--- config.mk ---
export PLATFORM = sky130hd
export DESIGN_NAME = icap_wake_top
export DESIGN_NICKNAME = d
export VERILOG_FILES = /design/src/rtl/icap_pkg.sv /design/src/rtl/icap_sync_edge.sv /design/src/rtl/icap_event_gen.sv /design/src/rtl/icap_fifo.sv /design/src/rtl/icap_irq.sv /design/src/rtl/icap_wake_top.sv
export SDC_FILE = /design/constraint.sdc
export NUM_CORES = 1
export LEC_CHECK = 0
export BUFFER_PORTS_ARGS = -buffer_cell sky130_fd_sc_hd__clkbuf_2
export CORE_MARGIN = 2
export CORE_UTILIZATION = 57
export DETAILED_ROUTE_END_ITERATION = 7
export GPL_ROUTABILITY_DRIVEN = 0
export PLACE_DENSITY = 0.84
export SYNTH_ARGS = -nofsm -noshare
export SYNTH_HDL_FRONTEND = slang
export SYNTH_SLANG_ARGS = --single-unit
--- constraint.sdc ---
create_clock -name clk -period 3.2 [get_ports clk]
set_input_delay 0.48 -clock clk [delete_from_list [all_inputs] [get_ports clk]]
set_output_delay 0.48 -clock clk [all_outputs]
set_load 0.01 [all_outputs]
--- src/rtl/icap_pkg.sv ---
package icap_pkg;
  typedef enum logic [2:0] {
    MD_OFF    = 3'b000,
    MD_BOTH   = 3'b001,
    MD_FALL   = 3'b010,
    MD_RISE   = 3'b011,
    MD_RISE_A = 3'b100,
    MD_RISE_B = 3'b101,
    MD_RSVD   = 3'b110,
    MD_IRQ    = 3'b111
  } icap_mode_e;

  typedef enum logic [1:0] {
    PW_RUN   = 2'b00,
    PW_IDLE  = 2'b01,
    PW_SLEEP = 2'b10,
    PW_DEEP  = 2'b11
  } icap_pwr_e;

  function automatic logic mode_is_off(input logic [2:0] m);
    return (m == MD_OFF) || (m == MD_RSVD);
  endfunction
endpackage

--- src/rtl/icap_sync_edge.sv ---
module icap_sync_edge #(
  parameter int STAGES = 2
) (
  input  logic clk,
  input  logic rst_n,
  input  logic pin_i,
  output logic rise_o,
  output logic fall_o
);
  // sh[STAGES-1] is the synchronised level, sh[STAGES] its delayed copy
  logic [STAGES:0] sh;

  always_ff @(posedge clk or negedge rst_n) begin
    if (!rst_n) sh <= '0;
    else        sh <= {sh[STAGES-1:0], pin_i};
  end

  assign rise_o = sh[STAGES-1] & ~sh[STAGES];
  assign fall_o = ~sh[STAGES-1] & sh[STAGES];
endmodule

--- src/rtl/icap_event_gen.sv ---
module icap_event_gen
  import icap_pkg::*;
#(
  parameter int DIV_A = 4,
  parameter int DIV_B = 16
) (
  input  logic       clk,
  input  logic       rst_n,
  input  logic       rise_i,
  input  logic       fall_i,
  input  logic [2:0] mode_i,
  input  logic [1:0] pwr_i,
  input  logic       tmr_en_i,
  input  logic       stop_idle_i,
  output logic       cap_o,
  output logic       pin_irq_o,
  output logic       chg_o,
  output logic       off_o
);
  localparam int PW = $clog2(DIV_B) + 1;
  localparam logic [PW-1:0] LIM_A = PW'(DIV_A - 1);
  localparam logic [PW-1:0] LIM_B = PW'(DIV_B - 1);

  logic [2:0]    prev_mode;
  logic [PW-1:0] pre_cnt;
  logic          full_fn;
  logic          div_mode;
  logic [PW-1:0] lim;
  logic          div_hit;

  assign chg_o = (mode_i != prev_mode);
  assign off_o = mode_is_off(mode_i);

  // capture modes depend on power state, timer and stop-in-idle
  always_comb begin
    unique case (icap_pwr_e'(pwr_i))
      PW_RUN:  full_fn = 1'b1;
      PW_IDLE: full_fn = tmr_en_i & ~stop_idle_i;
      default: full_fn = 1'b0;
    endcase
  end

  assign div_mode = (mode_i == MD_RISE_A) || (mode_i == MD_RISE_B);
  assign lim      = (mode_i == MD_RISE_A) ? LIM_A : LIM_B;
  assign div_hit  = div_mode & rise_i & (pre_cnt == lim);

  always_comb begin
    cap_o     = 1'b0;
    pin_irq_o = 1'b0;
    if (!chg_o && !off_o) begin
      if (mode_i == MD_IRQ) begin
        pin_irq_o = rise_i;            // works in every power state
      end else if (full_fn) begin
        unique case (icap_mode_e'(mode_i))
          MD_BOTH:   cap_o = rise_i | fall_i;
          MD_FALL:   cap_o = fall_i;
          MD_RISE:   cap_o = rise_i;
          MD_RISE_A,
          MD_RISE_B: cap_o = div_hit;
          default:   cap_o = 1'b0;
        endcase
      end
    end
  end

  always_ff @(posedge clk or negedge rst_n) begin
    if (!rst_n) begin
      prev_mode <= 3'b000;
      pre_cnt   <= '0;
    end else begin
      prev_mode <= mode_i;
      if (chg_o || off_o)
        pre_cnt <= '0;                 // restart on mode change
      else if (full_fn && div_mode && rise_i)
        pre_cnt <= div_hit ? '0 : pre_cnt + 1'b1;
    end
  end
endmodule

--- src/rtl/icap_fifo.sv ---
module icap_fifo #(
  parameter int W     = 16,
  parameter int DEPTH = 4
) (
  input  logic         clk,
  input  logic         rst_n,
  input  logic         flush_i,
  input  logic         push_i,
  input  logic [W-1:0] data_i,
  output logic         rd_valid_o,
  input  logic         rd_ready_i,
  output logic [W-1:0] rd_data_o,
  output logic         ovf_o
);
  localparam int AW = (DEPTH > 1) ? $clog2(DEPTH) : 1;
  localparam int CW = $clog2(DEPTH + 1);
  localparam logic [CW-1:0] FULL_CNT = CW'(DEPTH);

  logic [W-1:0]  mem [DEPTH];
  logic [AW-1:0] wptr, rptr;
  logic [CW-1:0] cnt;
  logic          full, pop, wr;

  assign full       = (cnt == FULL_CNT);
  assign rd_valid_o = (cnt != '0);
  assign rd_data_o  = mem[rptr];
  assign pop        = rd_valid_o & rd_ready_i;
  assign wr         = push_i & ~full;  // occupancy at cycle start decides

  function automatic logic [AW-1:0] nxt(input logic [AW-1:0] p);
    return (p == AW'(DEPTH - 1)) ? '0 : p + 1'b1;
  endfunction

  always_ff @(posedge clk) begin
    if (wr && !flush_i) mem[wptr] <= data_i;
  end

  always_ff @(posedge clk or negedge rst_n) begin
    if (!rst_n) begin
      wptr  <= '0;
      rptr  <= '0;
      cnt   <= '0;
      ovf_o <= 1'b0;
    end else if (flush_i) begin
      wptr  <= '0;
      rptr  <= '0;
      cnt   <= '0;
      ovf_o <= 1'b0;
    end else begin
      if (wr)  wptr <= nxt(wptr);
      if (pop) rptr <= nxt(rptr);
      cnt <= cnt + CW'(wr) - CW'(pop);
      if (push_i && full) ovf_o <= 1'b1;
    end
  end
endmodule

--- src/rtl/icap_irq.sv ---
module icap_irq #(
  parameter int SEL_W = 2
) (
  input  logic             clk,
  input  logic             rst_n,
  input  logic             cap_i,
  input  logic             pin_irq_i,
  input  logic             restart_i,
  input  logic [SEL_W-1:0] sel_i,
  input  logic             clr_i,
  output logic             flag_o
);
  logic [SEL_W-1:0] ev_cnt;
  logic             hit, set;

  assign hit = cap_i & (ev_cnt == sel_i);
  assign set = hit | pin_irq_i;

  always_ff @(posedge clk or negedge rst_n) begin
    if (!rst_n) begin
      ev_cnt <= '0;
      flag_o <= 1'b0;
    end else begin
      if (restart_i || hit) ev_cnt <= '0;
      else if (cap_i)       ev_cnt <= ev_cnt + 1'b1;
      if (set)        flag_o <= 1'b1;          // set beats clear
      else if (clr_i) flag_o <= 1'b0;
    end
  end
endmodule

--- src/rtl/icap_wake_top.sv ---
module icap_wake_top #(
  parameter int TW    = 16,
  parameter int DEPTH = 4,
  parameter int SYNC  = 2
) (
  input  logic          clk,
  input  logic          rst_n,
  input  logic          pin_i,
  input  logic [TW-1:0] tmr_cnt_i,
  input  logic          tmr_en_i,
  input  logic [2:0]    mode_i,
  input  logic [1:0]    evt_sel_i,
  input  logic          stop_idle_i,
  input  logic [1:0]    pwr_i,
  input  logic          irq_en_i,
  input  logic          flag_clr_i,
  output logic          rd_valid_o,
  input  logic          rd_ready_i,
  output logic [TW-1:0] rd_data_o,
  output logic          ovf_o,
  output logic          irq_flag_o,
  output logic          irq_req_o,
  output logic          wake_o
);
  logic rise, fall, cap, pin_irq, chg, off;

  icap_sync_edge #(.STAGES(SYNC)) u_sync (
    .clk(clk), .rst_n(rst_n), .pin_i(pin_i), .rise_o(rise), .fall_o(fall)
  );

  icap_event_gen u_evt (
    .clk(clk), .rst_n(rst_n), .rise_i(rise), .fall_i(fall),
    .mode_i(mode_i), .pwr_i(pwr_i), .tmr_en_i(tmr_en_i),
    .stop_idle_i(stop_idle_i), .cap_o(cap), .pin_irq_o(pin_irq),
    .chg_o(chg), .off_o(off)
  );

  icap_fifo #(.W(TW), .DEPTH(DEPTH)) u_fifo (
    .clk(clk), .rst_n(rst_n), .flush_i(off), .push_i(cap),
    .data_i(tmr_cnt_i), .rd_valid_o(rd_valid_o), .rd_ready_i(rd_ready_i),
    .rd_data_o(rd_data_o), .ovf_o(ovf_o)
  );

  icap_irq #(.SEL_W(2)) u_irq (
    .clk(clk), .rst_n(rst_n), .cap_i(cap), .pin_irq_i(pin_irq),
    .restart_i(chg | off), .sel_i(evt_sel_i), .clr_i(flag_clr_i),
    .flag_o(irq_flag_o)
  );


  assign irq_req_o = irq_flag_o & irq_en_i;
  assign wake_o    = irq_req_o & (pwr_i != 2'b00);
endmodule

After elaboration in Yosys (flattened, before gate mapping)
Memory sizes are Yosys's and may differ from the RTL's.
Index checks and enable logic that the tools add are counted.
W data, S select, Z words.
{ "word_totals": {"ff_bits": 22, "latch_bits": 0, "ram_bits": 64, "rom_bits": 0, "inputBits": 31, "out_inout_bits": 21, "word_cells": 95, "mem_count": 1} }
{ "classes": {"add_sub_neg": 6, "n_mul": 0, "div": 0, "n_lt_le_gt_ge": 0, "n_eq_ne": 14, "n_shift": 0, "muxes": 26, "bitwise_logic": 17, "reduce_logical": 22} }
{ "mem_list": {"columns": ["name", "words", "word_bits", "rd", "rd_ports_with_merged_regs", "write_ports", "line", "rtl"], "rows": [
  ["u_fifo.mem", 4, 16, 1, 0, 1, "icap_fifo.sv:19", "logic [W-1:0] mem [DEPTH];"]
]} }
{ "op_table": {"columns": ["operator", "count"], "rows": [
  ["$mux W2", 8],
  ["$eq A3 B3 Y1 const B", 5],
  ["$mux W5", 3],
  ["$reduce_bool A2 Y1", 7],
  ["$mux W1", 11],
  ["$and A1 B1 Y1", 10],
  ["$add A2 B1 Y2 const B", 3],
  ["$eq A3 B2 Y1 const B", 2],
  ["$add A5 B1 Y5 const B", 1],
  ["$eq A5 B5 Y1", 1],
  ["$logic_and A1 B1 Y1", 5],
  ["$eq A2 B2 Y1 const B", 2],
  ["$logic_or A1 B1 Y1", 4],
  ["$mux W4", 1],
  ["$not A1 Y1", 4],
  ["$pmux W1 S4", 1],
  ["$add A3 B1 Y3", 1],
  ["$eq A3 B1 Y1 const B", 1],
  ["$logic_not A3 Y1", 1],
  ["$mux W3", 1],
  ["$ne A3 B3 Y1", 1],
  ["$or A1 B1 Y1", 3],
  ["$reduce_bool A3 Y1", 1],
  ["$sub A3 B1 Y3", 1],
  ["6 further kinds", 7]
]} }

Longest topological paths before layout
Gate-level depths: netlist of the first run.
{ "logic_depth": {"ltp_word": 12, "depth_mapped": 10, "ltp_nobuf": 10} }

Modules after synthesis
From an unflattened synthesis of the first run, not the netlist that was laid out.
{ "unflattened": {"cells_unflattened": 209, "hier_area_um2": 3658.5} }
{ "by_module_without_submodules": {"columns": ["mod", "instances", "cells_per_inst", "area_each_um2", "seq_area_each_um2"], "rows": [
  ["icap_fifo", 1, 134, 2861.5, 2122.0],
  ["icap_event_gen", 1, 54, 536.8, 200.2],
  ["icap_irq", 1, 13, 147.6, 75.1],
  ["icap_sync_edge", 1, 5, 90.1, 75.1],
  ["icap_wake_top", 1, 3, 22.5, 0.0]
]} }

Worst setup path before layout of the first run
Ideal clock, no wire load.
{ "synth_path": {"path_kind": "in2reg", "start": "input port mode_i[0]", "end": "memory u_fifo.mem[0][0], enable pin", "setup_time_ns": 0.374, "arrival_time_ns": 2.307, "t_required_ns": 2.826, "slack_ns": 0.519, "stages": 6, "n_path_buf": 1, "cell_sequence": "buf_6 > or3_4 > a2111oi_4 > o21ba_4 > nor2_1 > and2_1"} }
{ "synth_via": {"elab_chain_cells": 12, "elab_cells_between_ends": 27, "cone_classes": "eq/ne (9); mux (7); bitwise (3); reduce/logical (8)"} }
{ "synth_lines": {"columns": ["item", "line", "rtl"], "rows": [
  ["from (decl)", "icap_wake_top.sv:11", "input logic [2:0] mode_i,"],
  ["$eq A3 B3 Y1, on equally long branches", "icap_event_gen.sv:43, icap_event_gen.sv:44, icap_event_gen.sv:54", null],
  ["$mux W4 / $logic_or A1 B1 Y1 (equally long branches)", "icap_event_gen.sv:44, icap_event_gen.sv:43", null],
  ["$eq A5 B5 Y1 / $and A1 B1 Y1 (equally long branches)", "icap_event_gen.sv:45", "assign div_hit = div_mode & rise_i & (pre_cnt == lim);"],
  ["$and A1 B1 Y1", "icap_event_gen.sv:45", null],
  ["$pmux W1 S4", "icap_event_gen.sv:54", "unique case (icap_mode_e'(mode_i))"],
  ["$mux W1", "icap_event_gen.sv:53", "end else if (full_fn) begin"],
  ["$mux W1", "icap_event_gen.sv:51", "if (mode_i == MD_IRQ) begin"],
  ["$mux W1", "icap_event_gen.sv:50", "if (!chg_o && !off_o) begin"],
  ["$and A1 B1 Y1", "icap_fifo.sv:28", "assign wr = push_i & ~full;"],
  ["$logic_and A1 B1 Y1 (*)", "icap_fifo.sv:35", "if (wr && !flush_i) mem[wptr] <= data_i;"],
  ["$mux W1 (*)", "icap_fifo.sv:35", null],
  ["$mux W1 (implied by the code) (*)", "icap_fifo.sv:35", null],
  ["to (decl)", "icap_fifo.sv:19", null]
]} }
Every way passes the cells marked *; elsewhere a longest branch is shown, timed or not.

Worst setup path after layout of the first run
{ "layout_path": {"start": "register u_fifo.rptr[0]", "end": "output port rd_data_o[11]"} }
{ "layout_via": {"elab_chain_cells": 1} }
{ "layout_lines": {"columns": ["item", "line", "rtl"], "rows": [
  ["from (decl)", "icap_fifo.sv:20", "logic [AW-1:0] wptr, rptr;"],
  ["from (signal assigned)", "icap_fifo.sv:51", "if (pop) rptr <= nxt(rptr);"],
  ["$mem_v2 Z4 W16", null, null],
  ["to (decl)", "icap_wake_top.sv:19", "output logic [TW-1:0] rd_data_o,"]
]} }
Every way passes these cells.

==> flow_summary.ini, run 1 <==
[route]
drt.antenna.violating_nets = 0
routedWlPerCell_um = 16.8
route.detailed.drc = 0
routed-via-count = 2076
route.detailed.vias_per_inst = 5.66
drt-initial-drc-count = 156
router_iterations_before_antenna_repair = 4
drt_wl_total_um = 6160

[sta]
timing.final.hold_violations = 0
post-route-period-util_pct = 79.3
clock-skew-final_ps = 6.52
rsz0062_at_grt = no
totalNegativeSetupSlack_ps = 0
slew_violations = 0
least_margin_pin_slew_ps = 782
tightest_slew_margin_relative_to_the_limit_pct = 47.9
period_needed_ps = 2540
fmaxAchievable_mhz = 394
setup_violations = 0
holdWs_ps = 104

[synthesis]
synth_fa_ha_area_share_pct = 3.93
synthesis.instances = 225
synthDominantAreaCellType = edfxtp_1
dominantRegCellSynth = edfxtp_1
muxShareOfSynthArea_pct = 10.9
synthSimpleGateAreaFrac_pct = 8.81
main_combinational_cell_family_by_area_after_synthesis = multiplexers
share_of_synthesized_area_occupied_by_flip_flops_and_latches_pct = 66.9
synth-edff-count = 64
postSynthRegisterBits = 86
yosys.area_share.xor_xnor_pct = 0.949
postSynthAreaPerCell_sq_um = 16.4
synthesis.area_sq_um = 3690
async_reset_ff_share_pct = 25.6
netlist_top_cells_area = edfxtp_1 (52%), dfrtp_1 (15%), mux4_2 (9.8%), ha_1 (3.4%), and2_1 (1.7%)
synth-compound-area-share_pct = 6.27
synth.top_cell.area_share_pct = 52.0
yosys_warnings = 0
syn_nets = 267
ys_types = 50

[cts]
cts-hold-fix-buffers = 0
cts_tree = built
htreeDepth = 3
clock_sink_count = 86
cts_made_buffers = 9
cts_root_buffer = clkbuf_8
number_of_buffers_added_for_setup_after_cts = 0
clkLatencyLatePin_ps = 350
postCtsResizedCells = 0
clock_path_buffers = 2
cts.reportedPaths.clkPinSlew_ps = 90

[worst_setup_path]
critical_path_required_ps = 2720
setup.worst_path.end_class = output pin
crit_arrival_ps = 2060
max_fo_critical_path = 10
worstSetupPathType = register to output pin
worstSetupStartpointType = register

[power]
powerDensity_nw_per_um2 = 614
max-vdd-ir-drop_v = 0.000320
total_leakage_power_nw = 1.58

[place]
dpl.hpwl_um = 4310
port_buffers = 51

[status]
run_status = complete, no violations

[floorplanning]
fp.dieW_um = 84.5
floorplan.io_pins = 52
core_area_sq_um = 6310
die-height_um = 84.5
initial_standard_cell_utilization_of_the_core_pct = 58.5
die_area_sq_um = 7140
placement_rows = 29

[grt]
gr-usage-all-layers_pct = 18.9
number_of_antenna_violations_at_the_first_check_in_global_routing = 0
via_count_of_the_first_global_routing_pass = 2143
wire_length_of_the_first_global_routing_pass_um = 10200
gr-total-overflow = 0
grt_max_degree = 23

[run]
drv.max_cap_violation_count = 0

[finish]
synthToLayoutAreaGrowth_pct = 14.3
final_nets = 327
post_route_cells_drive_above_1_share_pct = 33.8
n_antenna_cell = 0

[worst_hold_path]
min_path_type = primary input to async pin
final timing paths:
path                             startpoint           endpoint  slack, ps  depth (start not counted)
setup / recovery             u_fifo.rptr[0]      rd_data_o[11]        660                          3
hold / removal                        rst_n       u_fifo.ovf_o        100                          1
setup reg to reg           u_evt.pre_cnt[2]  u_fifo.mem[2][15]        690                          7
hold reg to reg                u_sync.sh[0]       u_sync.sh[1]        370                          0
max in group asynchronous             rst_n   u_evt.pre_cnt[2]       2720                          1
min in group clk                      pin_i       u_sync.sh[0]        230                          1
cell type report:
type | count | area (sq um)
Timing Repair Buffer | 57 | 300
Fill cell | 439 | 2090
Multi-Input combinational cell | 120 | 1140
Clock buffer | 9 | 124
Tap cell | 77 | 96.3
Inverter | 11 | 41.3
Clock inverter | 7 | 48.8
Sequential cell | 86 | 2470
cell usage after synthesis, drive strengths merged (3+ instances only):
cell / instances
nor3: 3
a21oi: 7
and2: 10
clkbuf: 5
mux4: 16
inv: 11
ha: 10
nand2b: 3
o21ai: 4
buf: 3
nand2: 13
dfrtp: 22
edfxtp: 64
nor2: 8
power breakdown:
group          switching [mW]  total, mW  leakage, nW  internal, mW
clock                   0.387      0.670       0.0797         0.283
combinational           0.266      0.597        0.642         0.330
sequential             0.0946       1.33        0.862          1.23
total                   0.748       2.59         1.58          1.85
layer usage:
metal / share of wire [%] / GRT usage [%]
met1: 43 / 23.6
met5: 0 / 0
met2: 50 / 31.4
met4: 2.1 / 7.79
met3: 4.9 / 5.60
placed cells by master (no fill, tap or decap), types with 2 or more instances in the layout:
cell,Yosys,final
buf_4,0,6
nor2_1,8,8
clkbuf_2,0,51
clkbuf_8,0,9
o21ai_0,4,4
nand2_1,13,13
edfxtp_1,64,64
inv_6,0,2
nand3_1,2,2
mux2_2,2,2
xor2_1,2,2
o31ai_1,2,2
nor3_1,3,3
nand2b_1,3,3
xnor2_1,2,2
and3_1,2,2
nand3b_1,2,2
ha_1,10,10
or3b_2,2,2
dfrtp_1,22,22
nor4_1,2,2
clkinvlp_4,0,3
mux4_2,16,16
mux2i_1,2,2
a21oi_1,7,7
inv_1,11,11
and2_1,10,10
nor4bb_1,2,2
flip-flops by register name, summed over array words and instances, names as in the netlist:
signal,flops
u_fifo.rptr,2
u_fifo.wptr,2
u_irq.flag_o,1
u_fifo.ovf_o,1
u_fifo.mem,64
u_sync.sh,3
u_irq.ev_cnt,2
u_fifo.cnt,3
u_evt.pre_cnt,5
u_evt.prev_mode,3
stage by stage:
step	setup WS, ps	util [%]	cell area [sq um]	power [mW]	std cells
6_report	664	66.9	4220	2.59	367
3_3_place_gp	581	64.1	4050	1.94	351
4_1_cts	565	66.9	4220	2.64	367
5_1_grt	493	66.9	4220	2.74	367
3_5_place_dp	501	64.1	4050	1.97	351
2_1_floorplan	519	-	3690	1.76	225
kinds of logic after synthesis:
family	count (synthesis)
AOI/OAI and AO/OA	28
and+or+nand+nor	57
muxes	20
buffers and inverters	19
xor gates and xnor gates	4
adders and majority gates	11
DFF	86
worst max-delay path: stages, from the launching register on:
cell and delay, ps:
dfrtp_1 690, buf_4 340, mux4_2 530, clkbuf_2 140
(Power assumes the default switching activity.)
==> inputs of run 2 (changes only) <==
--- a/config.mk
+++ b/config.mk
@@ -5,6 +5,7 @@
 export SDC_FILE = /design/constraint.sdc
 export NUM_CORES = 1
 export LEC_CHECK = 0
+export ABC_AREA = 1
 export BUFFER_PORTS_ARGS = -buffer_cell sky130_fd_sc_hd__clkbuf_2
 export CORE_MARGIN = 2
 export CORE_UTILIZATION = 57
==> constraint.sdc (replaced) <==
create_clock -name clk -period 2.4 [get_ports clk]
set_input_delay 0.36 -clock clk [delete_from_list [all_inputs] [get_ports clk]]
set_output_delay 0.36 -clock clk [all_outputs]
set_load 0.01 [all_outputs]
==> flow_summary.ini, run 2 <==
[status]
run_status = complete, no violations

[route]
route.detailed.drc = 0
router_iterations_before_antenna_repair = 4
drt.antenna.violating_nets = 0
drt_wl_total_um = 6600
route.detailed.vias_per_inst = 5.25
routed-via-count = 2516
routedWlPerCell_um = 13.8
drt-initial-drc-count = 116

[synthesis]
netlist_top_cells_area = edfxtp_1 (51%), dfrtp_1 (15%), nor2_1 (5.0%), o21ai_0 (4.8%), inv_1 (4.0%)
yosys.area_share.xor_xnor_pct = 2.05
syn_nets = 375
synth.most_common_cell = edfxtp_1
muxShareOfSynthArea_pct = 0
synth-edff-count = 64
postSynthAreaPerCell_sq_um = 11.3
synth_common_cells = edfxtp_1 (64), nor2_1 (50), inv_1 (40)
share_of_synthesized_area_occupied_by_flip_flops_and_latches_pct = 65.5
synthSimpleGateAreaFrac_pct = 14.6
yosys_warnings = 0
synthesis.area_sq_um = 3780
synthesis.instances = 333
async_reset_ff_share_pct = 25.6
synth_fa_ha_area_share_pct = 3.84
synthDominantAreaCellType = edfxtp_1
postSynthRegisterBits = 86
ys_types = 32
synth.top_cell.area_share_pct = 50.9
synth-compound-area-share_pct = 8.41
dominantRegCellSynth = edfxtp_1
main_combinational_cell_family_by_area_after_synthesis = simple AND/OR/NAND/NOR gates

[finish]
area.sequential_sq_um = 2470
final_nets = 439
fillCellCount = 423
highest_count_cells_in_the_layout_ignoring_fill_and_taps = edfxtp_1 (64), clkbuf_2 (51), nor2_1 (50), inv_1 (40), o21ai_0 (36)
synthToLayoutAreaGrowth_pct = 15.9
largest_register_ff_count = 64
multi_input_comb_area_sq_um = 1100
max_flop_register = u_fifo.mem
mostFrequentLayoutCell = edfxtp_1
post_route_cells_drive_above_1_share_pct = 23.6
largest_registers = u_fifo.mem x64, u_evt.pre_cnt x5
finish.cell_count_without_fillers = 479
n_antenna_cell = 0

[run]
drv.max_cap_violation_count = 0

[worst_setup_path]
worstSetupPathType = register to register
critical_path_required_ps = 2650
setup.worst_path.end_class = register
worstSetupStartpointType = register
crit_arrival_ps = 2460
max_fo_critical_path = 7

[sta]
rsz0062_at_grt = no
totalNegativeSetupSlack_ps = 0
post-route-period-util_pct = 92.1
period_needed_ps = 2210
least_margin_pin_slew_ps = 564
timing.final.hold_violations = 0
setup_violations = 0
clock-skew-final_ps = 9.77
tightest_slew_margin_relative_to_the_limit_pct = 62.4
slew_violations = 0
fmaxAchievable_mhz = 453

[power]
total_power_consumption_of_the_routed_design_mw = 3.57
total_leakage_power_nw = 1.86
powerDensity_nw_per_um2 = 815
max-vdd-ir-drop_v = 0.000469

[grt]
grt_max_degree = 35
wire_length_of_the_first_global_routing_pass_um = 10800
gr-usage-all-layers_pct = 19.6
number_of_antenna_violations_at_the_first_check_in_global_routing = 0
via_count_of_the_first_global_routing_pass = 2360
gr-total-overflow = 0

[cts]
htreeDepth = 3
cts.reportedPaths.clkPinSlew_ps = 90
clkLatencyLatePin_ps = 360
clock_sink_count = 86
cts_made_buffers = 9
clock_path_buffers = 2
cts_root_buffer = clkbuf_8
cts_tree = built
number_of_buffers_added_for_setup_after_cts = 0

[floorplanning]
placement_rows = 29
floorplan.io_pins = 52
fp.dieW_um = 85.4
initial_standard_cell_utilization_of_the_core_pct = 59.1
die-height_um = 85.4
core_area_sq_um = 6390
die_area_sq_um = 7290

[place]
dpl.hpwl_um = 4410
dpl.cell_count = 462
port_buffers = 51

[worst_hold_path]
min_path_type = primary input to register
-- run 2: worst paths after layout --
kind,startpoint,end,slack [ps],cells after the start
min in group asynchronous,rst_n,u_sync.sh[0],510,2
worst max register to register,u_sync.sh[1],u_fifo.cnt[2],190,13
max in group asynchronous,rst_n,u_irq.ev_cnt[0],1510,2
worst min-delay path,pin_i,u_sync.sh[0],100,1
worst max-delay path,u_sync.sh[1],u_fifo.cnt[2],190,13
worst min register to register,u_sync.sh[0],u_sync.sh[1],380,0
-- run 2: area by class of cell --
cell class | count | share of cell area (%)
Sequential cell | 86 | 56.5
Multi-Input combinational cell | 193 | 25.2
Timing Repair Buffer | 62 | 7.78
Inverter | 45 | 3.97
Clock buffer | 9 | 2.83
Tap cell | 77 | 2.20
Clock inverter | 7 | 1.57
-- run 2: metal layers --
metal,GRT usage [%],up-vias,part of all wire (%)
met1,23.9,1163,42
met4,10.4,0,1.6
met3,4.09,10,6.0
li1,-,1277,-
met5,0,-,0
met2,32.9,66,50
-- run 2: worst max-delay path, stage by stage, from the launching register on --
cell     delay (ps)
dfrtp_1         390
inv_1            50
ha_1            270
inv_1            40
nand3_1          60
nand3_1          70
nand2_1          70
nand2_1         120
nand3_4         150
inv_1            70
ha_1            210
fa_1            380
xor2_1          160
nor2_1           50
-- run 2: stage by stage --
stage               utilization, %  hold slack [ps]  cell area, sq um  setup WS, ps
finish                        68.5             97.4              4380           190
detailed placement            65.2              339              4170           163
floorplan                        -             64.4              3780           163
CTS                           68.4             85.5              4370           178
global route                  68.5             89.0              4380          1.66
global placement              65.2              335              4170           263
-- run 2: timing repair --
item	4_1_cts	5_1_grt
endpoints found under the hold margin	22	0
hold buffers	1	0
endpoints found under the setup margin	0	1
gates resized for setup	0	1
-- run 2: logic make-up after synthesis --
logic type	count (synthesis)
AND/OR/NAND/NOR	116
adder cells (fa/ha/maj)	11
flip-flops	86
AO/OA/AOI/OAI	58
buffers and inverters	54
XOR/XNOR	8
-- run 2: power by group --
part           internal [mW]  switching (mW)  leakage, nW
clock                  0.408           0.561        0.100
combinational          0.339           0.595        0.899
sequential              1.64          0.0257        0.864
==> inputs of run 3 (changes only) <==
--- a/config.mk
+++ b/config.mk
@@ -12,6 +12,7 @@
 export DETAILED_ROUTE_END_ITERATION = 7
 export GPL_ROUTABILITY_DRIVEN = 0
 export PLACE_DENSITY = 0.84
+export REMOVE_ABC_BUFFERS = 1
 export SYNTH_ARGS = -nofsm -noshare
 export SYNTH_HDL_FRONTEND = slang
 export SYNTH_SLANG_ARGS = --single-unit
==> flow_summary.ini, run 3 (synthesis results as in run 2) <==
[worst_setup_path]
worst-r2r-cell-count = 11
worstSetupPathType = register to register
slowest_delay_ps = 420
path_buf_inv = 1
worst_path_cell_chain = ha_1 > nand2_1 > nor2_1 > nand3_2 > nand2_1 > nand3_2 > inv_1 > ha_1 > fa_1 > xor2_1 > nor2_1
rr_endpoint = u_fifo.cnt[2]
crit_slowest_cell = dfrtp_1
worstSetupStartpointType = register
critical_path_required_ps = 2660
launching_element_of_the_worst_setup_path = u_evt.pre_cnt[0]
timing.critical_path.max_delay_family = adder cells
worstReg2RegStart = u_evt.pre_cnt[0]
crit_arrival_ps = 2520
r2r_slack_ps = 140
max_fo_critical_path = 7
setup.worst_path.end_class = register

[status]
run_status = complete, but fails checks
violations = negative hold slack

[floorplanning]
placement_rows = 29
fp.dieW_um = 85.4
floorplan.io_pins = 52
die_area_sq_um = 7290
core_area_sq_um = 6390
die-height_um = 85.4
initial_standard_cell_utilization_of_the_core_pct = 59.1

[cts]
cts.reportedPaths.clkPinSlew_ps = 80
cts_tree = built
clock_path_buffers = 2
clock_sink_count = 86
number_of_buffers_added_for_setup_after_cts = 0
cts-hold-fix-buffers = 0
cts_root_buffer = clkbuf_8
postCtsResizedCells = 0
htreeDepth = 3
cts_made_buffers = 9
clkLatencyLatePin_ps = 340

[power]
total_leakage_power_nw = 1.84
total_switching_power_mw = 1.16
combinationalPowerShare_pct = 27.2
swShare_pct = 32.9
p_int_mw = 2.36
powerDensity_nw_per_um2 = 809
max-vdd-ir-drop_v = 0.000549
pwr-share-clk_pct = 25.5
seqPwrFrac_pct = 47.2

[finish]
fin_area_sq_um = 4350
max_flop_register = u_fifo.mem
highest_count_cells_in_the_layout_ignoring_fill_and_taps = edfxtp_1 (64), clkbuf_2 (51), nor2_1 (50), inv_1 (40), o21ai_0 (36)
mostFrequentLayoutCell = edfxtp_1
final_nets = 437
post_route_cells_drive_above_1_share_pct = 23.3
largest_register_ff_count = 64
n_antenna_cell = 0
largest_registers = u_fifo.mem x64, u_evt.pre_cnt x5
fin_util_pct = 68.0
synthToLayoutAreaGrowth_pct = 15.0

[grt]
number_of_antenna_violations_at_the_first_check_in_global_routing = 0
wire_length_of_the_first_global_routing_pass_um = 11600
grt_max_degree = 35
gr-total-overflow = 0
via_count_of_the_first_global_routing_pass = 2572
gr-usage-all-layers_pct = 20.7

[place]
dpl_cell_area_sq_um = 4170
port_buffers = 51
dpl.hpwl_um = 4700

[sta]
timing.final.hold_violations = 22
rsz0062_at_grt = no
totalNegativeSetupSlack_ps = 0
least_margin_pin_slew_ps = 561
slew_violations = 0
setup_violations = 0
clock-skew-final_ps = 8.03
period_needed_ps = 2260
fmaxAchievable_mhz = 442
holdWs_ps = -9.62
tightest_slew_margin_relative_to_the_limit_pct = 62.6
post-route-period-util_pct = 94.2

[route]
drt_wl_total_um = 7030
drt.antenna.violating_nets = 0
route.detailed.drc = 0
routed-via-count = 2618
router_iterations_before_antenna_repair = 4
routedWlPerCell_um = 14.7
route.detailed.vias_per_inst = 5.49
drt-initial-drc-count = 206

[run]
drv.max_cap_violation_count = 0

[worst_hold_path]
min_path_type = primary input to async pin
[run 3: changes by cell type in the layout (fill, tap and decap cells not counted), sizes merged]
cell	delta
clkbuf	+1
clkinvlp	+2
dlygate4sd3	-1
inv	-3
buf	-1
[run 3: worst max path at each step]
| stage | cells past startpoint | endpoint |
|---|---|---|
| after floorplan | 8 | u_fifo.mem[0][0] |
| final | 11 | u_fifo.cnt[2] |
| after global routing | 11 | u_fifo.cnt[2] |
| after CTS | 11 | u_fifo.cnt[2] |
| after detailed placement | 12 | u_fifo.cnt[2] |
| after global placement | 12 | u_fifo.cnt[2] |
[run 3: through the flow]
step                hold WS, ps  setup slack, ps  std cells  total power, mW
global placement            337              260        461             2.60
floorplan                  64.4              190        324             2.26
CTS                        1.60              145        477             3.54
finish                    -9.62              139        477             3.52
detailed placement          341              150        461             2.64
global route               28.9             32.4        477             3.73
[run 3: routing by layer]
layer / wire (um) / GRT usage, % / vias up / share of wire [%]
met1: 2960 / 24.2 / 1257 / 42
met4: 88 / 7.94 / 0 / 1.3
met3: 358 / 5.25 / 10 / 5.1
li1: - / - / 1264 / -
met2: 3620 / 36.7 / 87 / 52
met5: 0 / 0 / - / 0
[run 3: final cells by class]
cell class / instances / area [sq um]
flip-flops and latches: 86 / 2470
fillers: 469 / 2040
multi-input cells: 193 / 1090
repair buffers: 60 / 335
inverters: 45 / 174
clock buffers: 10 / 128
well taps: 77 / 96.3
clock inverters: 6 / 46.3
[run 3: power groups by stage]
| stage | clock network (mW) | logic (mW) | registers (mW) |
|---|---|---|---|
| 2_1_floorplan | 0 | 0.523 | 1.74 |
| 3_3_place_gp | 0 | 0.909 | 1.69 |
| 3_5_place_dp | 0 | 0.950 | 1.69 |
| 4_1_cts | 0.921 | 0.961 | 1.66 |
| 5_1_grt | 0.989 | 1.07 | 1.67 |
| 6_report | 0.898 | 0.958 | 1.66 |
